--- src/rtl/dca_pkg.sv ---
package dca_pkg;
  typedef enum logic {
    ARB_FREE = 1'b0,
    ARB_HELD = 1'b1
  } arb_state_e;
endpackage

--- src/rtl/dca_rst_sync.sv ---
module dca_rst_sync #(
  parameter int STAGES = 2
) (
  input  logic clk,
  input  logic rst_n,
  output logic rst_sync_n
);
  logic [STAGES-1:0] sync_q;

  always_ff @(posedge clk or negedge rst_n) begin
    if (!rst_n) sync_q <= '0;
    else        sync_q <= {sync_q[STAGES-2:0], 1'b1};
  end

  assign rst_sync_n = sync_q[STAGES-1];
endmodule

--- src/rtl/dca_cell.sv ---
module dca_cell (
  input  logic tok_in,
  input  logic want,
  output logic keep,
  output logic tok_out
);
  // A requesting stage keeps the token; an idle one passes it on.
  assign keep    = tok_in & want;
  assign tok_out = tok_in & ~want;
endmodule

--- src/rtl/dca_chain.sv ---
module dca_chain #(
  parameter int NUM_MASTERS = 4
) (
  input  logic                   clk,
  input  logic                   rst_n,
  input  logic                   tok_in,
  input  logic [NUM_MASTERS-1:0] want,
  output logic [NUM_MASTERS-1:0] keep
);
  logic [NUM_MASTERS:0] tok;

  assign tok[0] = tok_in;

  for (genvar i = 0; i < NUM_MASTERS; i++) begin : g_stage
    dca_cell u_cell (
      .tok_in (tok[i]),
      .want   (want[i]),
      .keep   (keep[i]),
      .tok_out(tok[i+1])
    );
  end

  // a single token can be absorbed by at most one stage
  p_single_keep_r3: assert property (@(posedge clk) disable iff (!rst_n)
    $onehot0(keep));

  // a token that leaves the end of the chain means nobody asked for it
  p_token_unclaimed_r3: assert property (@(posedge clk) disable iff (!rst_n)
    tok[NUM_MASTERS] |-> (want == '0));
endmodule

--- src/rtl/dca_owner_reg.sv ---
module dca_owner_reg
  import dca_pkg::*;
#(
  parameter int NUM_MASTERS = 4
) (
  input  logic                   clk,
  input  logic                   rst_n,
  input  logic [NUM_MASTERS-1:0] keep,
  input  logic [NUM_MASTERS-1:0] rel,
  input  logic                   any_req,
  output logic [NUM_MASTERS-1:0] owner,
  output logic                   busy
);
  arb_state_e               state_q, state_d;
  logic [NUM_MASTERS-1:0]   owner_q, owner_d;
  logic                     owner_rel;
  logic                     load_en;

  assign owner_rel = |(rel & owner_q);

  always_comb begin
    state_d = state_q;
    owner_d = owner_q;
    load_en = 1'b0;
    unique case (state_q)
      ARB_FREE: begin
        if (keep != '0) begin
          load_en = 1'b1;
          state_d = ARB_HELD;
          owner_d = keep;
        end
      end
      ARB_HELD: begin
        if (owner_rel) begin
          load_en = 1'b1;
          state_d = ARB_FREE;
          owner_d = '0;
        end
      end
      default: begin
        load_en = 1'b1;
        state_d = ARB_FREE;
        owner_d = '0;
      end
    endcase
  end

  always_ff @(posedge clk or negedge rst_n) begin
    if (!rst_n) begin
      state_q <= ARB_FREE;
      owner_q <= '0;
    end else if (load_en) begin
      state_q <= state_d;
      owner_q <= owner_d;
    end
  end

  assign owner = owner_q;
  assign busy  = (state_q == ARB_HELD);

  // never more than one owner
  p_one_owner_r3: assert property (@(posedge clk) disable iff (!rst_n)
    $onehot0(owner_q));

  // the state and the owner vector agree
  p_busy_match_r9: assert property (@(posedge clk) disable iff (!rst_n)
    busy == (owner_q != '0));

  // a free bus with a pending request is granted at the next edge
  p_grant_follows_r2: assert property (@(posedge clk) disable iff (!rst_n)
    (!busy && any_req) |=> busy);

  // nothing is granted without a request
  p_no_spurious_r4: assert property (@(posedge clk) disable iff (!rst_n)
    (!busy && !any_req) |=> !busy);

  // ownership holds until the owner releases
  p_hold_owner_r5: assert property (@(posedge clk) disable iff (!rst_n)
    (busy && !owner_rel) |=> $stable(owner_q));

  // owner release frees the bus at the next edge
  p_release_frees_r6: assert property (@(posedge clk) disable iff (!rst_n)
    (busy && owner_rel) |=> (!busy && owner_q == '0));
endmodule

--- src/rtl/dca_arbiter.sv ---
module dca_arbiter #(
  parameter int NUM_MASTERS = 4
) (
  input  logic                   clk,
  input  logic                   rst_n,
  input  logic [NUM_MASTERS-1:0] req_i,
  input  logic [NUM_MASTERS-1:0] rel_i,
  output logic [NUM_MASTERS-1:0] gnt_o,
  output logic                   busy_o
);
  logic                   rst_sync_n;
  logic                   shared_req;
  logic                   chain_tok;
  logic [NUM_MASTERS-1:0] keep;
  logic [NUM_MASTERS-1:0] owner;
  logic                   busy;

  dca_rst_sync #(.STAGES(2)) u_rst (
    .clk       (clk),
    .rst_n     (rst_n),
    .rst_sync_n(rst_sync_n)
  );

  // Wired-OR request line, modelled as a reduction OR
  assign shared_req = |req_i;
  // A token is issued only while the bus has no owner
  assign chain_tok  = shared_req & ~busy;

  dca_chain #(.NUM_MASTERS(NUM_MASTERS)) u_chain (
    .clk   (clk),
    .rst_n (rst_sync_n),
    .tok_in(chain_tok),
    .want  (req_i),
    .keep  (keep)
  );

  dca_owner_reg #(.NUM_MASTERS(NUM_MASTERS)) u_owner (
    .clk    (clk),
    .rst_n  (rst_sync_n),
    .keep   (keep),
    .rel    (rel_i),
    .any_req(shared_req),
    .owner  (owner),
    .busy   (busy)
  );

  assign gnt_o  = owner;
  assign busy_o = busy;
endmodule

--- config.mk ---
export PLATFORM = sky130hd
export DESIGN_NAME = dca_arbiter
export DESIGN_NICKNAME = d
export VERILOG_FILES = /design/src/rtl/dca_pkg.sv /design/src/rtl/dca_rst_sync.sv /design/src/rtl/dca_cell.sv /design/src/rtl/dca_chain.sv /design/src/rtl/dca_owner_reg.sv /design/src/rtl/dca_arbiter.sv
export SDC_FILE = /design/constraint.sdc
export NUM_CORES = 1
export LEC_CHECK = 0
export BUFFER_PORTS_ARGS = -buffer_cell sky130_fd_sc_hd__buf_2
export CORE_AREA = 2 2 39 41
export CTS_CLUSTER_SIZE = 28
export DETAILED_ROUTE_END_ITERATION = 16
export DIE_AREA = 0 0 41 43
export SLEW_MARGIN = 20
export SYNTH_ARGS = -nofsm -noshare
export SYNTH_HDL_FRONTEND = slang
export SYNTH_SLANG_ARGS = --single-unit
--- constraint.sdc ---
create_clock -name clk -period 0.95 [get_ports clk]
set_input_delay 0.19 -clock clk [delete_from_list [all_inputs] [get_ports clk]]
set_output_delay 0.19 -clock clk [all_outputs]
set_load 0.02 [all_outputs]
==> results.txt <==
----------------------------------------------------
[Status]
  Run status ... complete, but fails checks
  Failing checks ... setup timing

[Route]
  Wire length per cell after detailed routing ... ~11 µm
  Met3 routed WL ... approximately 71 µm
  Total met2 wirelength after detailed routing ... ~430 µm
  Vias per cell ... between 4 and 5
  Drt drc ... 0
  Routed met1 length ... 370 µm
  Detailed-route via count ... about 370
  Post-route antenna net violation count ... 0
  Pre-Repair DR Iteration Count ... 3
  Initial DRC Count ... 4
  Sum of routed wire length over all layers ... roughly 900 µm
  Top layer reached by signal wires ... met4

[GRT]
  Aggregate global routing overflow ... 0
  Initial antenna violation count ... 0
  Maximum number of pins on one net before global-route repair ... 10
  Total global-route track usage ... 0.1250
  Number of global-route vias before repair ... 350
  Wire length of the first global-routing pass ... 1400 µm

[Setup path]
  Standard cell with the maximum stage delay on the critical path ... sky130_fd_sc_hd__or4_4
  Required time of the critical path ... about 1.1 ns
  Crit path from ... u_owner.busy
  List of cells traversed by the critical path ... or4_4, o21bai_4, o21ai_2
  Sum of buffers and inverters on the critical path ... 0
  Crit Path Category ... reg -> reg
  Largest stage delay on the critical path ... 0.42 ns
  Arrival time of the worst setup path ... approximately 1.3 ns
  Origin of the critical flop-to-flop path ... u_owner.busy
  Top Family by Delay on Critical Path ... simple AND/OR/NAND/NOR gates
  Startpoint types ... register
  Biggest fanout along the worst timing path ... 2
  Endpoint type of the worst setup path ... register

[Clock network]
  # clock sinks ... 7
  Clock-pin slew on the worst setup and hold paths ... 0.05 ns
  TritonCTS Buffers ... 3
  H-tree level count ... 1
  Clk Latency, worst-skew pair ... about 0.26 ns
  Maximum clock path buffer count ... 2
  Clk Tree Root Cell ... sky130_fd_sc_hd__clkbuf_4
  CTS tree ... done

[Place]
  Pre-CTS setup slack ... -0.1842 ns
  Global placer's final weighted congestion ... slightly above 0.7
  Post-detailed-placement half-perimeter wirelength ... 617.1 µm
  Number of buffers inserted by port buffering ... 14
  Dpl cells ... 67

[Die]
  Height of the chip ... 43 µm
  Die footprint ... roughly 0.0018 mm²
  IO Pins ... 15
  Row count ... 14
  Die Width ... between 40 and 50 µm
  Initial Util ... 0.2269
  Area of the placeable core ... 0.001384 mm²

[Layout]
  Area of the multi-input gates ... 150.1 µm²
  Final Non-Filler Cells ... slightly below 80
  Area taken by flip-flops and latches ... 178.9 µm²
  Antenna Cells ... 0
  Total number of nets in the final design ... between 70 and 80
  Core occupancy in the finished layout ... 0.4521
  Layout cells sized above 1 ... 0.6508
  Final-layout fill cell count ... about 140
  Area growth, synth to finish ... 99.20%
  Commonest non-fill, non-tap cell in the layout ... sky130_fd_sc_hd__buf_6
  Commonest cells after routing, fill and taps aside ... sky130_fd_sc_hd__buf_6, sky130_fd_sc_hd__buf_2, sky130_fd_sc_hd__buf_4, sky130_fd_sc_hd__dfrtp_1

[Synth]
  Fraction of the yosys area taken by sequential cells ... 0.5578
  Synth warn ... 0
  Synth cell types ... 16
  Biggest area contributors in the synthesized netlist ... sky130_fd_sc_hd__dfrtp_1, sky130_fd_sc_hd__a21oi_1, sky130_fd_sc_hd__a22oi_1, sky130_fd_sc_hd__nand2_1, sky130_fd_sc_hd__buf_6
  Count of state elements after synthesis ... 7
  Library cell with the largest summed area after synthesis ... sky130_fd_sc_hd__dfrtp_1
  Synthesized netlist net count ... 40
  Post-Syn Instances ... 30
  Average cell area after synthesis ... 10.47 µm²
  Syn Std Cell Area ... around 310 µm²
  Top cell type's share of synthesized area ... 0.5578

[STA]
  Minimum period implied by the final worst setup slack ... roughly 1.1 ns
  Setup ws final ... -0.1696 ns
  Upper clock frequency limit ... 0.8932 GHz
  Worst setup skew after layout ... 0.003462 ns
  Hold Worst Slack ... between 0.08 and 0.09 ns
  Count of endpoints failing setup in the final report ... 10
  Total negative slack for setup checks ... -1.274 ns
  Max-slew violations ... 0
  Final Hold Vio Count ... 0
  Unrepaired setup endpoints after global routing ... yes
  Ratio of final minimum period to clock period ... 1.178

[Run]
  Maxcap violations ... 0

[Power]
  Reported leakage power ... ~0.30 nW
  Highest ir drop seen on vdd ... 1096 µV
  Total power density per cell area ... 2401 mW/mm²

[Hold path]
  Class of the worst hold path ... reg -> async

----------------------------------------------------
==> sequential cells by signal (all words and copies together), names as in the netlist <==
| register | flops |
|---|---|
| u_owner.owner | 4 |
| u_owner.busy | 1 |
| u_rst.sync_q | 2 |
==> path summary, 6_finish.rpt <==
path / depth (start not counted) / to / slack [ns]
worst max register to register: 3 / u_owner.owner[3] / -0.17
worst min register to register: 0 / u_owner.owner[1] / 0.08
worst min-delay path: 0 / u_owner.owner[1] / 0.08
max in group asynchronous: 2 / u_rst.sync_q[1] / 0.61
worst max-delay path: 3 / u_owner.owner[3] / -0.17
min in group clk: 3 / u_owner.owner[3] / 0.24
==> kinds of logic (layout without fill, tap and decap cells) <==
group / Yosys count / after routing / synth area share
and+or+nand+nor: 9 / 9 / 0.1394
DFF: 7 / 7 / 0.5578
AOI/OAI and AO/OA: 11 / 11 / 0.2430
other: 1 / 1 / 0.01194
buffers and inverters: 2 / 35 / 0.04779
==> area by class of cell <==
class                           count  area share
Inverter                            1    0.006000
Tap cell                           16     0.03200
Sequential cell                     7      0.2860
Timing Repair Buffer               30      0.3940
Multi-Input combinational cell     21      0.2400
Clock buffer                        4     0.04200
==> synthesized netlist by cell type <==
| library cell | number |
|---|---|
| sky130_fd_sc_hd__o41ai_1 | 1 |
| sky130_fd_sc_hd__o22ai_1 | 1 |
| sky130_fd_sc_hd__dfrtp_1 | 7 |
| sky130_fd_sc_hd__nor2_1 | 3 |
| sky130_fd_sc_hd__inv_1 | 1 |
| sky130_fd_sc_hd__nand2_1 | 4 |
| sky130_fd_sc_hd__a31oi_1 | 1 |
| sky130_fd_sc_hd__o32ai_1 | 1 |
| sky130_fd_sc_hd__a21oi_1 | 3 |
| sky130_fd_sc_hd__or4_4 | 1 |
| sky130_fd_sc_hd__o21ai_2 | 1 |
| sky130_fd_sc_hd__o21bai_1 | 1 |
| sky130_fd_sc_hd__conb_1 | 1 |
| sky130_fd_sc_hd__buf_6 | 1 |
| sky130_fd_sc_hd__nand4_1 | 1 |
| sky130_fd_sc_hd__a22oi_1 | 2 |
==> where the power goes <==
part	total [mW]	switching, mW	internal [mW]
clock	0.274	0.113	0.161
combinational	0.802	0.337	0.464
sequential	0.427	0.0512	0.376
total	1.50	0.502	1.00
==> timing repair <==
action                                 CTS  global route
endpoints found under the hold margin    2             0
buffers inserted                         6             1
hold buffers                             1             0
pin swaps                                2             0
gates resized for setup                 18             1
setup endpoints to repair               10            10
==> metal layers <==
| metal | global-route usage | vias to the layer above |
|---|---|---|
| li1 | - | 177 |
| met1 | 0.1401 | 177 |
| met2 | 0.1719 | 12 |
| met3 | 0.05759 | 3 |
| met4 | 0.1000 | 0 |
| met5 | 0 | - |
==> through the flow <==
step	total power, mW	cell area, µm²
after floorplan	0.7022	322.8
after global placement	0.9068	461.7
after detailed placement	0.9100	461.7
after CTS	1.477	606.8
after global routing	1.596	625.6
final	1.502	625.6
(Power assumes the default switching activity.)
